==> src/rtl/rp_seq_pkg.sv <==
// Shared definitions for the root port reset sequencer.
// Assumes a 16-bit reset control word whose bit positions are fixed by the
// consumer that decodes it.
package rp_seq_pkg;

    typedef enum logic [3:0] {
        ST_IDLE          = 4'd0,
        ST_ALL_RESET     = 4'd1,
        ST_WAIT_SHORT    = 4'd2,
        ST_RELEASE_CORE  = 4'd3,
        ST_WAIT_LONG     = 4'd4,
        ST_RELEASE_PERST = 4'd5,
        ST_WAIT_LINK     = 4'd6,
        ST_LINK_UP       = 4'd7,
        ST_FAIL          = 4'd8
    } seq_st_e;

    localparam int CTRL_W    = 16;
    localparam int B_PHY     = 0;
    localparam int B_PIPE    = 1;
    localparam int B_MAC     = 2;
    localparam int B_CFG     = 3;
    localparam int B_PERST   = 8;
    localparam int B_LDR_LO  = 13;
    localparam int B_LDR_HI  = 15;
    localparam int LDR_W     = B_LDR_HI - B_LDR_LO + 1;

endpackage

==> src/rtl/rp_step_timer.sv <==
// Step timer: counts cycles spent in the current sequencer state.
// Assumes clr is raised in the cycle before a state change, so the count
// reads 0 in the first cycle of every state. Saturates at its maximum.
module rp_step_timer #(
    parameter int CW = 8
) (
    input  logic          clk,
    input  logic          rst_n,
    input  logic          clr,
    output logic [CW-1:0] cnt
);
    localparam logic [CW-1:0] CNT_MAX = '1;

    // Count up, restart on clear, hold at the top value.
    always_ff @(posedge clk) begin
        if (!rst_n)              cnt <= '0;
        else if (clr)            cnt <= '0;
        else if (cnt != CNT_MAX) cnt <= cnt + 1'b1;
    end

    a_r3_clear_restarts: assert property (@(posedge clk) disable iff (!rst_n)
        clr |=> (cnt == '0));
endmodule

==> src/rtl/rp_drop_guard.sv <==
// Link-drop guard: while armed, a low link_up starts a pulse of PULSE_CYC
// cycles (from the next cycle) during which MAC and configuration resets
// are pulled low. A new drop while armed restarts the pulse.
// Assumes PULSE_CYC >= 1.
module rp_drop_guard #(
    parameter int PULSE_CYC = 16
) (
    input  logic clk,
    input  logic rst_n,
    input  logic armed,
    input  logic link_up,
    output logic active
);
    localparam int PW = $clog2(PULSE_CYC + 1);
    localparam logic [PW-1:0] PULSE_LOAD = PW'(PULSE_CYC);

    logic [PW-1:0] left;
    logic          trig;

    assign trig   = armed && !link_up;
    assign active = (left != '0);

    // Load the pulse length on a drop, then count it down to zero.
    always_ff @(posedge clk) begin
        if (!rst_n)          left <= '0;
        else if (trig)       left <= PULSE_LOAD;
        else if (left != '0) left <= left - 1'b1;
    end

    a_r7_drop_starts_pulse: assert property (@(posedge clk) disable iff (!rst_n)
        trig |=> active);
    a_r7_pulse_needs_drop: assert property (@(posedge clk) disable iff (!rst_n)
        $rose(active) |-> $past(armed) && !$past(link_up));
endmodule

==> src/rtl/rp_seq_ctrl.sv <==
// Sequencer state machine: steps through full reset, short wait, core
// release, long wait, PERST release and the link wait, then supervises the
// link. Assumes every wait length is at least 1 and fits in CW bits.
module rp_seq_ctrl
    import rp_seq_pkg::*;
#(
    parameter int SHORT_CYC    = 4,
    parameter int LONG_CYC     = 8,
    parameter int LINK_TMO_CYC = 8,
    parameter int CW           = 8
) (
    input  logic          clk,
    input  logic          rst_n,
    input  logic          start,
    input  logic          autorst_en,
    input  logic          link_up,
    input  logic [CW-1:0] cnt,
    output seq_st_e       state,
    output logic          timer_clr,
    output logic          ldr_q,
    output logic          err
);
    localparam logic [CW-1:0] SHORT_LAST = CW'(SHORT_CYC - 1);
    localparam logic [CW-1:0] LONG_LAST  = CW'(LONG_CYC - 1);
    localparam logic [CW-1:0] TMO_LAST   = CW'(LINK_TMO_CYC - 1);

    seq_st_e nxt;
    logic    start_ok;

    assign start_ok  = start && (state == ST_IDLE || state == ST_FAIL);
    assign timer_clr = (nxt != state);

    // Next-state selection; link_up takes priority over the timeout.
    always_comb begin
        nxt = state;
        case (state)
            ST_IDLE:          if (start) nxt = ST_ALL_RESET;
            ST_ALL_RESET:     nxt = ST_WAIT_SHORT;
            ST_WAIT_SHORT:    if (cnt == SHORT_LAST) nxt = ST_RELEASE_CORE;
            ST_RELEASE_CORE:  nxt = ST_WAIT_LONG;
            ST_WAIT_LONG:     if (cnt == LONG_LAST) nxt = ST_RELEASE_PERST;
            ST_RELEASE_PERST: nxt = ST_WAIT_LINK;
            ST_WAIT_LINK: begin
                if (link_up)               nxt = ST_LINK_UP;
                else if (cnt == TMO_LAST)  nxt = ST_FAIL;
            end
            ST_LINK_UP:       if (!link_up) nxt = ST_WAIT_LINK;
            ST_FAIL:          if (start) nxt = ST_ALL_RESET;
            default:          nxt = ST_IDLE;
        endcase
    end

    // State register.
    always_ff @(posedge clk) begin
        if (!rst_n) state <= ST_IDLE;
        else        state <= nxt;
    end

    // Sample the auto-reset request with an accepted start.
    always_ff @(posedge clk) begin
        if (!rst_n)        ldr_q <= 1'b0;
        else if (start_ok) ldr_q <= autorst_en;
    end

    // Sticky timeout flag, cleared only by reset.
    always_ff @(posedge clk) begin
        if (!rst_n)                                     err <= 1'b0;
        else if (state == ST_WAIT_LINK && nxt == ST_FAIL) err <= 1'b1;
    end

    a_r2_full_reset_one_cycle: assert property (@(posedge clk) disable iff (!rst_n)
        (state == ST_ALL_RESET) |=> (state == ST_WAIT_SHORT));
    a_r3_short_hold: assert property (@(posedge clk) disable iff (!rst_n)
        (state == ST_WAIT_SHORT && cnt != SHORT_LAST) |=> (state == ST_WAIT_SHORT));
    a_r4_long_hold: assert property (@(posedge clk) disable iff (!rst_n)
        (state == ST_WAIT_LONG && cnt != LONG_LAST) |=> (state == ST_WAIT_LONG));
    a_r6_err_sticky: assert property (@(posedge clk) disable iff (!rst_n)
        err |=> err);
    a_r6_link_wins: assert property (@(posedge clk) disable iff (!rst_n)
        (state == ST_WAIT_LINK && link_up) |=> (state == ST_LINK_UP));
    a_r9_start_ignored: assert property (@(posedge clk) disable iff (!rst_n)
        (start && state == ST_WAIT_LONG && cnt != LONG_LAST) |=> (state == ST_WAIT_LONG));
endmodule

==> src/rtl/rp_reset_seq.sv <==
// Root port reset sequencer top: combines the state machine, the step timer
// and the link-drop guard, and decodes the active-low reset control word.
// Assumes link_up is already synchronous to clk.
module rp_reset_seq
    import rp_seq_pkg::*;
#(
    parameter int SHORT_CYC    = 50000,
    parameter int LONG_CYC     = 10000000,
    parameter int LINK_TMO_CYC = 10000000,
    parameter int PULSE_CYC    = 16
) (
    input  logic        clk,
    input  logic        rst_n,
    input  logic        start,
    input  logic        autorst_en,
    input  logic        link_up,
    output logic [15:0] rst_ctrl,
    output logic [3:0]  seq_state,
    output logic        link_ready,
    output logic        link_err
);
    localparam int MAX_A   = (SHORT_CYC > LONG_CYC) ? SHORT_CYC : LONG_CYC;
    localparam int MAX_CYC = (MAX_A > LINK_TMO_CYC) ? MAX_A : LINK_TMO_CYC;
    localparam int CW      = $clog2(MAX_CYC + 1);

    seq_st_e       state;
    logic [CW-1:0] cnt;
    logic          timer_clr;
    logic          ldr_q;
    logic          pulse;
    logic          core_on;
    logic          perst_on;
    logic          ldr_on;

    rp_seq_ctrl #(
        .SHORT_CYC    (SHORT_CYC),
        .LONG_CYC     (LONG_CYC),
        .LINK_TMO_CYC (LINK_TMO_CYC),
        .CW           (CW)
    ) u_ctrl (
        .clk        (clk),
        .rst_n      (rst_n),
        .start      (start),
        .autorst_en (autorst_en),
        .link_up    (link_up),
        .cnt        (cnt),
        .state      (state),
        .timer_clr  (timer_clr),
        .ldr_q      (ldr_q),
        .err        (link_err)
    );

    rp_step_timer #(.CW(CW)) u_timer (
        .clk   (clk),
        .rst_n (rst_n),
        .clr   (timer_clr),
        .cnt   (cnt)
    );

    rp_drop_guard #(.PULSE_CYC(PULSE_CYC)) u_guard (
        .clk     (clk),
        .rst_n   (rst_n),
        .armed   (state == ST_LINK_UP && ldr_q),
        .link_up (link_up),
        .active  (pulse)
    );

    // Which groups of resets are released in the current state.
    always_comb begin
        core_on  = (state == ST_RELEASE_CORE) || (state == ST_WAIT_LONG) ||
                   (state == ST_RELEASE_PERST) || (state == ST_WAIT_LINK) ||
                   (state == ST_LINK_UP) || (state == ST_FAIL);
        perst_on = (state == ST_RELEASE_PERST) || (state == ST_WAIT_LINK) ||
                   (state == ST_LINK_UP) || (state == ST_FAIL);
        ldr_on   = ldr_q && (state != ST_IDLE) && (state != ST_ALL_RESET);
    end

    // Assemble the control word; the drop pulse masks MAC and config only.
    always_comb begin
        rst_ctrl                    = '0;
        rst_ctrl[B_PHY]             = core_on;
        rst_ctrl[B_PIPE]            = core_on;
        rst_ctrl[B_MAC]             = core_on && !pulse;
        rst_ctrl[B_CFG]             = core_on && !pulse;
        rst_ctrl[B_PERST]           = perst_on;
        rst_ctrl[B_LDR_HI:B_LDR_LO] = {LDR_W{ldr_on}};
    end

    assign seq_state  = state;
    assign link_ready = (state == ST_LINK_UP);

    a_r5_perst_needs_phy: assert property (@(posedge clk) disable iff (!rst_n)
        rst_ctrl[B_PERST] |-> rst_ctrl[B_PHY]);
    a_r7_pulse_keeps_phy_perst: assert property (@(posedge clk) disable iff (!rst_n)
        (pulse && state == ST_LINK_UP) |-> (rst_ctrl[B_PHY] && rst_ctrl[B_PIPE] && rst_ctrl[B_PERST]));
    a_r10_spare_zero: assert property (@(posedge clk) disable iff (!rst_n)
        (rst_ctrl[12:9] == 4'd0) && (rst_ctrl[7:4] == 4'd0));
endmodule

==> config.mk <==
export PLATFORM = sky130hd
export DESIGN_NAME = rp_reset_seq
export DESIGN_NICKNAME = d
export VERILOG_FILES = /design/src/rtl/rp_seq_pkg.sv /design/src/rtl/rp_step_timer.sv /design/src/rtl/rp_drop_guard.sv /design/src/rtl/rp_seq_ctrl.sv /design/src/rtl/rp_reset_seq.sv
export SDC_FILE = /design/constraint.sdc
export NUM_CORES = 1
export LEC_CHECK = 0
export ABC_AREA = 1
export BUFFER_PORTS_ARGS = -buffer_cell sky130_fd_sc_hd__buf_4
export CELL_PAD_IN_SITES_DETAIL_PLACEMENT = 0
export CELL_PAD_IN_SITES_GLOBAL_PLACEMENT = 1
export CORE_MARGIN = 2
export CORE_UTILIZATION = 42
export CTS_CLUSTER_SIZE = 30
export DETAILED_ROUTE_END_ITERATION = 6
export PLACE_DENSITY_LB_ADDON = 0.1
export SKIP_LAST_GASP = 1
export SYNTH_ARGS = -nofsm -noshare
export SYNTH_HDL_FRONTEND = slang
export SYNTH_HIERARCHICAL = 1
export SYNTH_SLANG_ARGS = --single-unit
==> constraint.sdc <==
create_clock -name clk -period 4.7 [get_ports clk]
set_clock_uncertainty 0.1 [all_clocks]
set_input_delay 0.235 -clock clk [delete_from_list [all_inputs] [get_ports clk]]
set_output_delay 0.235 -clock clk [all_outputs]
set_load 0.1 [all_outputs]
---- After elaboration in Yosys (flattened, before gate mapping) ----
Index checks and enable logic that the tools add are counted.
word-level totals
  flip-flop bits (word level) ............. 35
  bits of input ports ..................... 5
  output and inout port bits .............. 22
  word-level logic and storage cells ...... 57
cells by class
  bitwise gates (word level) .............. 1
  reductions and logical operators ........ 25
  add/subtract/negate cells ............... 2
  equal/unequal tests ..................... 14
  muxes and demuxes ....................... 9
operators by type and width
  cell                   number
  $pmux 4 s8             1
  $add 24x1->24 const B  1
  $eq 24x16->1 const B   1
  $eq 24x24->1 const B   1
  $mux 4                 6
  $ne 24x24->1 const B   1
  $eq 4x3->1 const B     4
  $mux 5                 2
  $logic_or 1x1->1       9
  $eq 4x2->1 const B     2
  $eq 4x4->1 const B     2
  $logic_and 1x1->1      7
  $reduce_or 2->1        3
  $reduce_bool 5->1      1
  $sub 5x1->5 const B    1
  $eq 4x1->1 const B     1
  $logic_not 4->1        1
  $ne 4x1->1 const B     1
  $ne 4x4->1             1
  $reduce_bool 4->1      1
  $logic_not 1->1        2
  $reduce_bool 2->1      1
  $not 1->1              1

---- Logic depth before layout (Yosys ltp) ----
Gate-level depths: netlist of run 1.
  depth in word-level cells ............... 7
  mapped depth ............................ 15
  depth with buffers taken out ............ 14

---- Modules after synthesis ----
Netlist of run 1, hierarchy kept.
by module, submodules not included
  module         area an instance (sq um)  seq. area each (sq um)  cells an instance  instances
  rp_step_timer  1451.4                    480.5                   229                1
  rp_seq_ctrl    573.0                     120.1                   106                1
  rp_drop_guard  256.5                     100.1                   36                 1
  rp_reset_seq   200.2                     0.0                     33                 1

---- Worst setup path before layout of run 1 ----
Ideal clock, no wire load.
  kind .................................... register to output
  start ................................... register u_ctrl.state[1]
  end ..................................... output port rst_ctrl[3]
  arrival time ............................ 2.520 ns
  cell stages (with the launch flop) ...... 6
  required time ........................... 4.365 ns
  buffers on the path ..................... 1
  slack ................................... 1.845 ns
  path through ............................ dfxtp_1 nand3_1 nand3_2 nand2_1 inv_1 buf_4
between the ends
  word-level cells in the longest chain between the ends .. 7
  elaborated cells between the ends (all ways) .. 12
  those cells by class .................... eq/ne (6); reduce/logical (6)
ends and longest elaborated chain
  element                                   RTL line            source
  start, declared                           rp_seq_ctrl.sv:18   output seq_st_e state,
  start signal, assigned                    rp_seq_ctrl.sv:56   else state <= nxt;
  $eq 4x2->1 or $eq 4x3->1 (tied branches)  rp_reset_seq.sv:70  core_on = (state == ST_RELEASE_CORE) || (state == ST_WAIT_LONG) ||
  $logic_or 1x1->1 (2 in series)            rp_reset_seq.sv:70
  $logic_or 1x1->1 (2 in series)            rp_reset_seq.sv:71  (state == ST_RELEASE_PERST) || (state == ST_WAIT_LINK) ||
  $logic_or 1x1->1 *                        rp_reset_seq.sv:72  (state == ST_LINK_UP) || (state == ST_FAIL);
  via core_on                               rp_reset_seq.sv:31  logic core_on;
  $logic_and 1x1->1 *                       n/a
  end, declared                             rp_reset_seq.sv:17  output logic [15:0] rst_ctrl,
The timed path passes the listed nets; every way through them passes the cells marked *.

---- Worst setup path in the final report of run 1 ----
  start ................................... register u_ctrl.state[2]
  end ..................................... register u_timer.cnt[7]
between the ends
  word-level cells in the longest chain between the ends .. 5
  elaborated cells between the ends (all ways) .. 19
  those cells by class .................... eq/ne (9); mux (7); reduce/logical (3)
ends and longest elaborated chain
  element                                              RTL line             source
  $eq 4x4->1 (tied with other cells)                   rp_seq_ctrl.sv:36    case (state)
  $reduce_or 2->1 (no line) or $mux 4 (tied branches)  n/a
  $pmux 4 s8                                           rp_seq_ctrl.sv:36
  $ne 4x4->1 *                                         rp_seq_ctrl.sv:31    assign timer_clr = (nxt != state);
  via timer_clr                                        rp_reset_seq.sv:28   logic timer_clr;
  $reduce_or 2->1 (no line) *                          n/a
  end signal, assigned                                 rp_step_timer.sv:18  else if (cnt != CNT_MAX) cnt <= cnt + 1'b1;
  end, declared                                        rp_step_timer.sv:10  output logic [CW-1:0] cnt
Marked as above.
A chain may end at the register's enable or synchronous reset.

==> impl_metrics.py, run 1 <==
metrics = {
    "clocking": {
        "clk_pin_slew_ns": 0.07,
        "cts_resized": 0,
        "root_buffer": "clkbuf_8",
        "hold_buffers": 0,
        "cts_buffers": 5,
        "htreeDepth": 2,
        "cts_sinks": 35,
        "cts_tree": "done",
        "post_cts_buffers": 0,
        "clk_path_buf_depth": 2,
        "clk_latency_ns": 0.29,
    },
    "place": {
        "port-buffer-count": 18,
        "place.gp.congestion": 0.920,
        "dp_hpwl_um": 4490,
        "dp.cells": 484,
        "preCtsSetupSlack_ns": 2.40,
    },
    "timing": {
        "setup-tns-final_ns": 0,
        "hold_violations": 0,
        "rsz0062_at_grt": "no",
        "setup_ws_ns": 2.40,
        "max_freq_mhz": 435,
        "finalMaxSlewViolations": 0,
        "setup_viol": 0,
        "min_period_over_period_pct": 48.9,
        "fin_crit_ns": 2.30,
    },
    "drt": {
        "vias": 2397,
        "ant_nets": 0,
        "wire_per_inst_um": 11.9,
        "drt_iter0_drc": 192,
        "vias_per_cell": 4.87,
        "dr.pass1.iters": 4,
        "wirelength_um": 5840,
        "drc": 0,
    },
    "yosys": {
        "synthArstFlopShare_pct": 0,
        "avgSynthCellArea_um2": 6.14,
        "synthAdderAreaFrac_pct": 1.01,
        "yosys.area_share.simple_pct": 46.5,
        "yosysTopAreaCell": "dfxtp_1",
        "synth_flop_cell": "dfxtp_1",
        "seq_area_frac_synth_pct": 28.2,
        "synth_area_leaders": "dfxtp_1 28%, nand2_1 17%, nor2_1 8.6%",
        "synth_compound_area_share_pct": 7.41,
        "synthCells": 404,
        "synth_common_cells": "113 x nand2_1, 57 x nor2_1, 56 x inv_1, 35 x dfxtp_1, 33 x nand3_1",
        "synth_edf_count": 0,
        "ys_warn_count": 6,
        "yosysUniqueCellTypes": 32,
        "yosys.cell_count.top_type": "nand2_1",
        "synth_xor_area_share_pct": 1.41,
        "ys_ff_latch": 35,
        "muxShareOfSynthArea_pct": 0,
        "synth_top_family_by_area": "simple AND/OR/NAND/NOR gates",
        "yosys.area.top_type_share_pct": 28.2,
        "synth_area_um2": 2480,
    },
    "outcome": {
        "status": "completed",
    },
    "finish": {
        "num_antenna_cells": 0,
        "multi_input_area_um2": 1430,
        "fill_cells": 626,
        "seq_area_um2": 701,
        "nets": 426,
        "areaGrowthSynthToFinish_pct": 8.83,
        "stdcell_count": 492,
        "drive_gt1_share_pct": 14.0,
    },
    "critical_path": {
        "critPathKind": "register to register",
        "start_kind": "register",
        "end_kind": "register",
        "cp.arrival_ns": 2.41,
        "worstPathMaxFanout": 16,
        "cp.required_ns": 4.82,
    },
    "die": {
        "fp-row-count": 27,
        "io-pin-count": 27,
        "dieArea_um2": 6540,
        "coreArea_um2": 5610,
        "dieHeight_um": 80.9,
        "die_w_um": 80.9,
        "start_util_pct": 44.2,
    },
    "global_route": {
        "grt_pass1_vias": 2137,
        "grt_pass1_wl_um": 10200,
        "grt_overflow_total": 0,
        "gr-usage-all-layers_pct": 19.9,
        "grt_max_degree": 24,
        "antenna_found_initial": 0,
    },
    "power_and_ir_drop": {
        "power_leakage_nw": 1.19,
        "p_per_area_nw_per_um2": 334,
        "ir_worst_vdd_uv": 259,
    },
    "job": {
        "drv_cap": 0,
    },
    "hold_path": {
        "hp-class": "input port to register",
    },
}
-- cell type report --
cell class                      count  share of cell area [%]
Tap cell                           72                    3.34
Timing Repair Buffer               19                    5.28
Multi-Input combinational cell    295                    52.9
Clock buffer                        8                    3.71
Sequential cell                    35                    25.9
Inverter                           63                    8.80
-- flip-flops by register name, indices dropped and copies added, names as in the netlist --
signal        cells
u_ctrl/state      4
u_ctrl/ldr_q      1
u_guard/left      5
u_ctrl/err        1
u_timer/cnt      24
-- worst max-delay path: stages (launching register included) --
cell	delay, ns
dfxtp_1	0.54
nand2_1	0.17
nor2_4	0.15
nand2_2	0.06
a21oi_2	0.13
nand2_1	0.09
a21boi_2	0.14
nand2_1	0.06
nor2_1	0.10
buf_4	0.24
clkinv_1	0.26
a31oi_1	0.20
-- where the power goes --
part / internal, mW / switching [mW] / total (mW)
Sequential: 0.319 / 0.0291 / 0.348
Combinational: 0.0823 / 0.225 / 0.307
Clock: 0.134 / 0.112 / 0.246
-- path summary, 6_finish.rpt --
check,cells after the start,slack [ns],to,start
min reg2reg,2,0.36,u_guard/left[4],u_guard/left[4]
max,11,2.40,u_timer/cnt[7],u_ctrl/state[2]
max reg2reg,11,2.40,u_timer/cnt[7],u_ctrl/state[2]
min,3,0.10,u_ctrl/ldr_q,autorst_en
-- per-layer routing --
metal  wire length (µm)  track usage [%]
met5                  0                0
met2               2390             28.6
met4                 51             6.44
met1               3100             29.8
met3                297             3.56
-- cells by family after synthesis --
kind of cell,after synthesis
and+or+nand+nor,249
AOI/OAI and AO/OA,32
DFF,35
other,1
adders and majority gates,2
xor gates and xnor gates,4
buffers and inverters,81
-- placed cells by master (no fill, tap or decap), types with 3 or more instances in the layout --
master,netlist,final
nand2_1,113,113
nor2_1,57,57
inv_1,56,56
dfxtp_1,35,35
nand3_1,33,33
buf_4,15,19
nand4_1,16,16
a21oi_1,15,15
o21ai_0,8,8
conb_1,1,8
nand3_2,7,7
clkbuf_8,0,7
inv_2,5,5
or2_2,5,5
nor2_4,4,4
xnor2_1,4,4
a31oi_1,4,4
nor2_2,3,3
nand2_2,3,3
nor3_1,3,3
-- stage by stage --
| step | hold slack, ns | cell area, µm² | total power, mW | utilization (%) |
|---|---|---|---|---|
| 2_1_floorplan | 0.267 | 2510 | 0.624 | - |
| 6_report | 0.101 | 2700 | 0.901 | 48.1 |
| 5_1_grt | 0.103 | 2700 | 0.957 | 48.1 |
| 4_1_cts | 0.0938 | 2700 | 0.910 | 48.1 |
| 3_3_place_gp | 0.339 | 2600 | 0.663 | 46.4 |
| 3_5_place_dp | 0.349 | 2600 | 0.662 | 46.4 |
No activity file was read; power rests on OpenSTA's default activity.
==> run 2, diff against run 1 <==
--- a/config.mk
+++ b/config.mk
@@ -10,7 +10,7 @@
 export CELL_PAD_IN_SITES_DETAIL_PLACEMENT = 0
 export CELL_PAD_IN_SITES_GLOBAL_PLACEMENT = 1
 export CORE_MARGIN = 2
-export CORE_UTILIZATION = 42
+export CORE_UTILIZATION = 41
 export CTS_CLUSTER_SIZE = 30
 export DETAILED_ROUTE_END_ITERATION = 6
 export PLACE_DENSITY_LB_ADDON = 0.1
==> constraint.sdc (replaced) <==
create_clock -name clk -period 2.35 [get_ports clk]
set_clock_uncertainty 0.1 [all_clocks]
set_input_delay 0.1175 -clock clk [delete_from_list [all_inputs] [get_ports clk]]
set_output_delay 0.1175 -clock clk [all_outputs]
set_load 0.1 [all_outputs]
==> run 2 against run 1 <==
Register-to-register slack worse by 2.1 ns. Setup slack lost 2.1 ns. Clock power rose by 130%. Count of clock-buffer cells in the layout shrank 2. Routed wire length increased by 3.8%. Flip-flop and latch count unchanged. Power rose by 110%. Sequential share of layout area decreased by 0.40 points. Cell count rose by 1.6%. Utilization shrank 1.1 points. Critical path depth stayed put. Combinational power increased by 100%. Critical path type unchanged. Largest cell class unchanged. Highest routed layer unchanged.
==> impl_metrics.py, run 2 (synthesis results as in run 1) <==
metrics = {
    "outcome": {
        "status": "completed",
    },
    "clocking": {
        "cts_resized": 0,
        "root_buffer": "clkbuf_8",
        "hold_buffers": 2,
        "htreeDepth": 2,
        "clk_latency_ns": 0.29,
        "cts_buffers": 5,
        "clk_pin_slew_ns": 0.08,
        "cts_sinks": 35,
        "post_cts_buffers": 0,
        "clk_path_buf_depth": 2,
        "cts_tree": "done",
    },
    "hold_path": {
        "hold_depth": 4,
        "hp-class": "input port to register",
        "hp-start": "link_up",
        "whs_endpoint": "u_guard/left[4]",
    },
    "critical_path": {
        "cp.required_ns": 2.47,
        "r2r_cells": 11,
        "end_kind": "register",
        "r2r_end": "u_timer/cnt[7]",
        "cpMaxStageDelayCell": "dfxtp_2",
        "rr_startpoint": "u_ctrl/state[3]",
        "critPathKind": "register to register",
        "worstPathMaxFanout": 9,
        "cpPeakStageDelay_ns": 0.37,
        "r2r_slack_ns": 0.35,
        "start_kind": "register",
        "cp.arrival_ns": 2.12,
        "cp_cell_sequence": "inv_2 > nand2_1 > nor2_4 > nand2_2 > a21oi_2 > nand2_1 > a21boi_2 > nand2_1 > nor2_1 > clkinv_1 > a31oi_1",
        "cp_common_cell": "nand2_1",
    },
    "timing": {
        "finalMaxSlewViolations": 0,
        "rsz0062_at_grt": "no",
        "min_period_over_period_pct": 85.1,
        "fin_crit_ns": 2.00,
        "setup_viol": 0,
        "setup-tns-final_ns": 0,
        "hold_violations": 0,
        "max_freq_mhz": 500,
    },
    "finish": {
        "areaGrowthSynthToFinish_pct": 11.7,
        "final_common_cell": "nand2_1",
        "largest_register": "u_timer/cnt",
        "top_regs": "u_timer/cnt x24, u_guard/left x5, u_ctrl/state x4",
        "drive_gt1_share_pct": 15.8,
        "largest_reg_flops": 24,
        "num_antenna_cells": 0,
        "stdcell_count": 500,
        "nets": 431,
        "layout_common_cells": "113 x nand2_1, 57 x nor2_1, 56 x inv_1, 33 x nand3_1, 31 x dfxtp_1",
        "fill_cells": 640,
    },
    "die": {
        "dieHeight_um": 81.8,
        "coreArea_um2": 5890,
        "io-pin-count": 27,
        "start_util_pct": 42.2,
        "die_w_um": 81.8,
        "fp-row-count": 28,
        "dieArea_um2": 6690,
    },
    "drt": {
        "drt_iter0_drc": 108,
        "ant_nets": 0,
        "wire_per_inst_um": 12.1,
        "vias_per_cell": 4.86,
        "wirelength_um": 6060,
        "vias": 2429,
        "dr.pass1.iters": 4,
        "drc": 0,
    },
    "global_route": {
        "grt_pass1_wl_um": 9920,
        "antenna_found_initial": 0,
        "grt_overflow_total": 0,
        "grt_max_degree": 24,
        "gr-usage-all-layers_pct": 19.5,
        "grt_pass1_vias": 2085,
    },
    "power_and_ir_drop": {
        "power_leakage_nw": 1.23,
        "p_per_area_nw_per_um2": 684,
        "ir_worst_vdd_uv": 451,
    },
    "place": {
        "place.gp.congestion": 0.849,
        "dp.cells": 490,
        "dp_hpwl_um": 4680,
        "port-buffer-count": 18,
    },
    "job": {
        "drv_cap": 0,
    },
}
## run 2: report_power, final
group          internal, mW  switching (mW)
combinational         0.171           0.455
clock                 0.343           0.229
sequential            0.641          0.0558
## run 2: final cells by class
cell class              instances  area [µm²]  area share (%)
clock inverters                 2        35.0            1.26
multi-input cells             295        1430            51.6
repair buffers                 24         185            6.68
inverters                      63         238            8.58
well taps                      75        93.8            3.39
flip-flops and latches         35         708            25.6
clock buffers                   6        82.6            2.98
## run 2: routing by layer
metal / vias to the layer above / track usage (%) / part of all wire, %
li1: 1298 / - / -
met1: 1085 / 28.3 / 52
met2: 38 / 28.9 / 42
met3: 8 / 3.96 / 4.5
met4: 0 / 6.00 / 1.4
met5: - / 0 / 0
## run 2: worst max-delay path by stage
| stage | startpoint | to | slack, ns | depth (start not counted) |
|---|---|---|---|---|
| after CTS | u_ctrl/state[3] | u_timer/cnt[3] | 0.33 | 11 |
| final | u_ctrl/state[3] | u_timer/cnt[7] | 0.35 | 11 |
| after detailed placement | u_ctrl/state[3] | u_timer/cnt[8] | 0.35 | 11 |
| after global placement | u_ctrl/state[3] | u_timer/cnt[3] | 0.37 | 11 |
| after global routing | u_ctrl/state[3] | u_timer/cnt[7] | 0.16 | 11 |
| after floorplan | u_ctrl/state[1] | u_timer/cnt[3] | 0.002 | 10 |
## run 2: metrics by stage
stage | instance area [µm²] | setup slack (ns) | util [%] | hold WS [ns] | power (mW)
3_5_place_dp | 2630 | 0.347 | 44.7 | 0.297 | 1.33
3_3_place_gp | 2630 | 0.372 | 44.7 | 0.294 | 1.33
6_report | 2770 | 0.350 | 47.1 | 0.0420 | 1.90
4_1_cts | 2770 | 0.333 | 47.1 | 0.0242 | 1.92
2_1_floorplan | 2510 | 0.00213 | - | 0.149 | 1.25
5_1_grt | 2770 | 0.159 | 47.1 | 0.0483 | 2.01
## run 2: critical path: cells and delay by family, from the launching register on
| family | cells | cell delay (ns) |
|---|---|---|
| DFF | 1 | 0.37 |
| AOI/OAI and AO/OA | 3 | 0.48 |
| buffers and inverters | 2 | 0.36 |
| and+or+nand+nor | 6 | 0.61 |
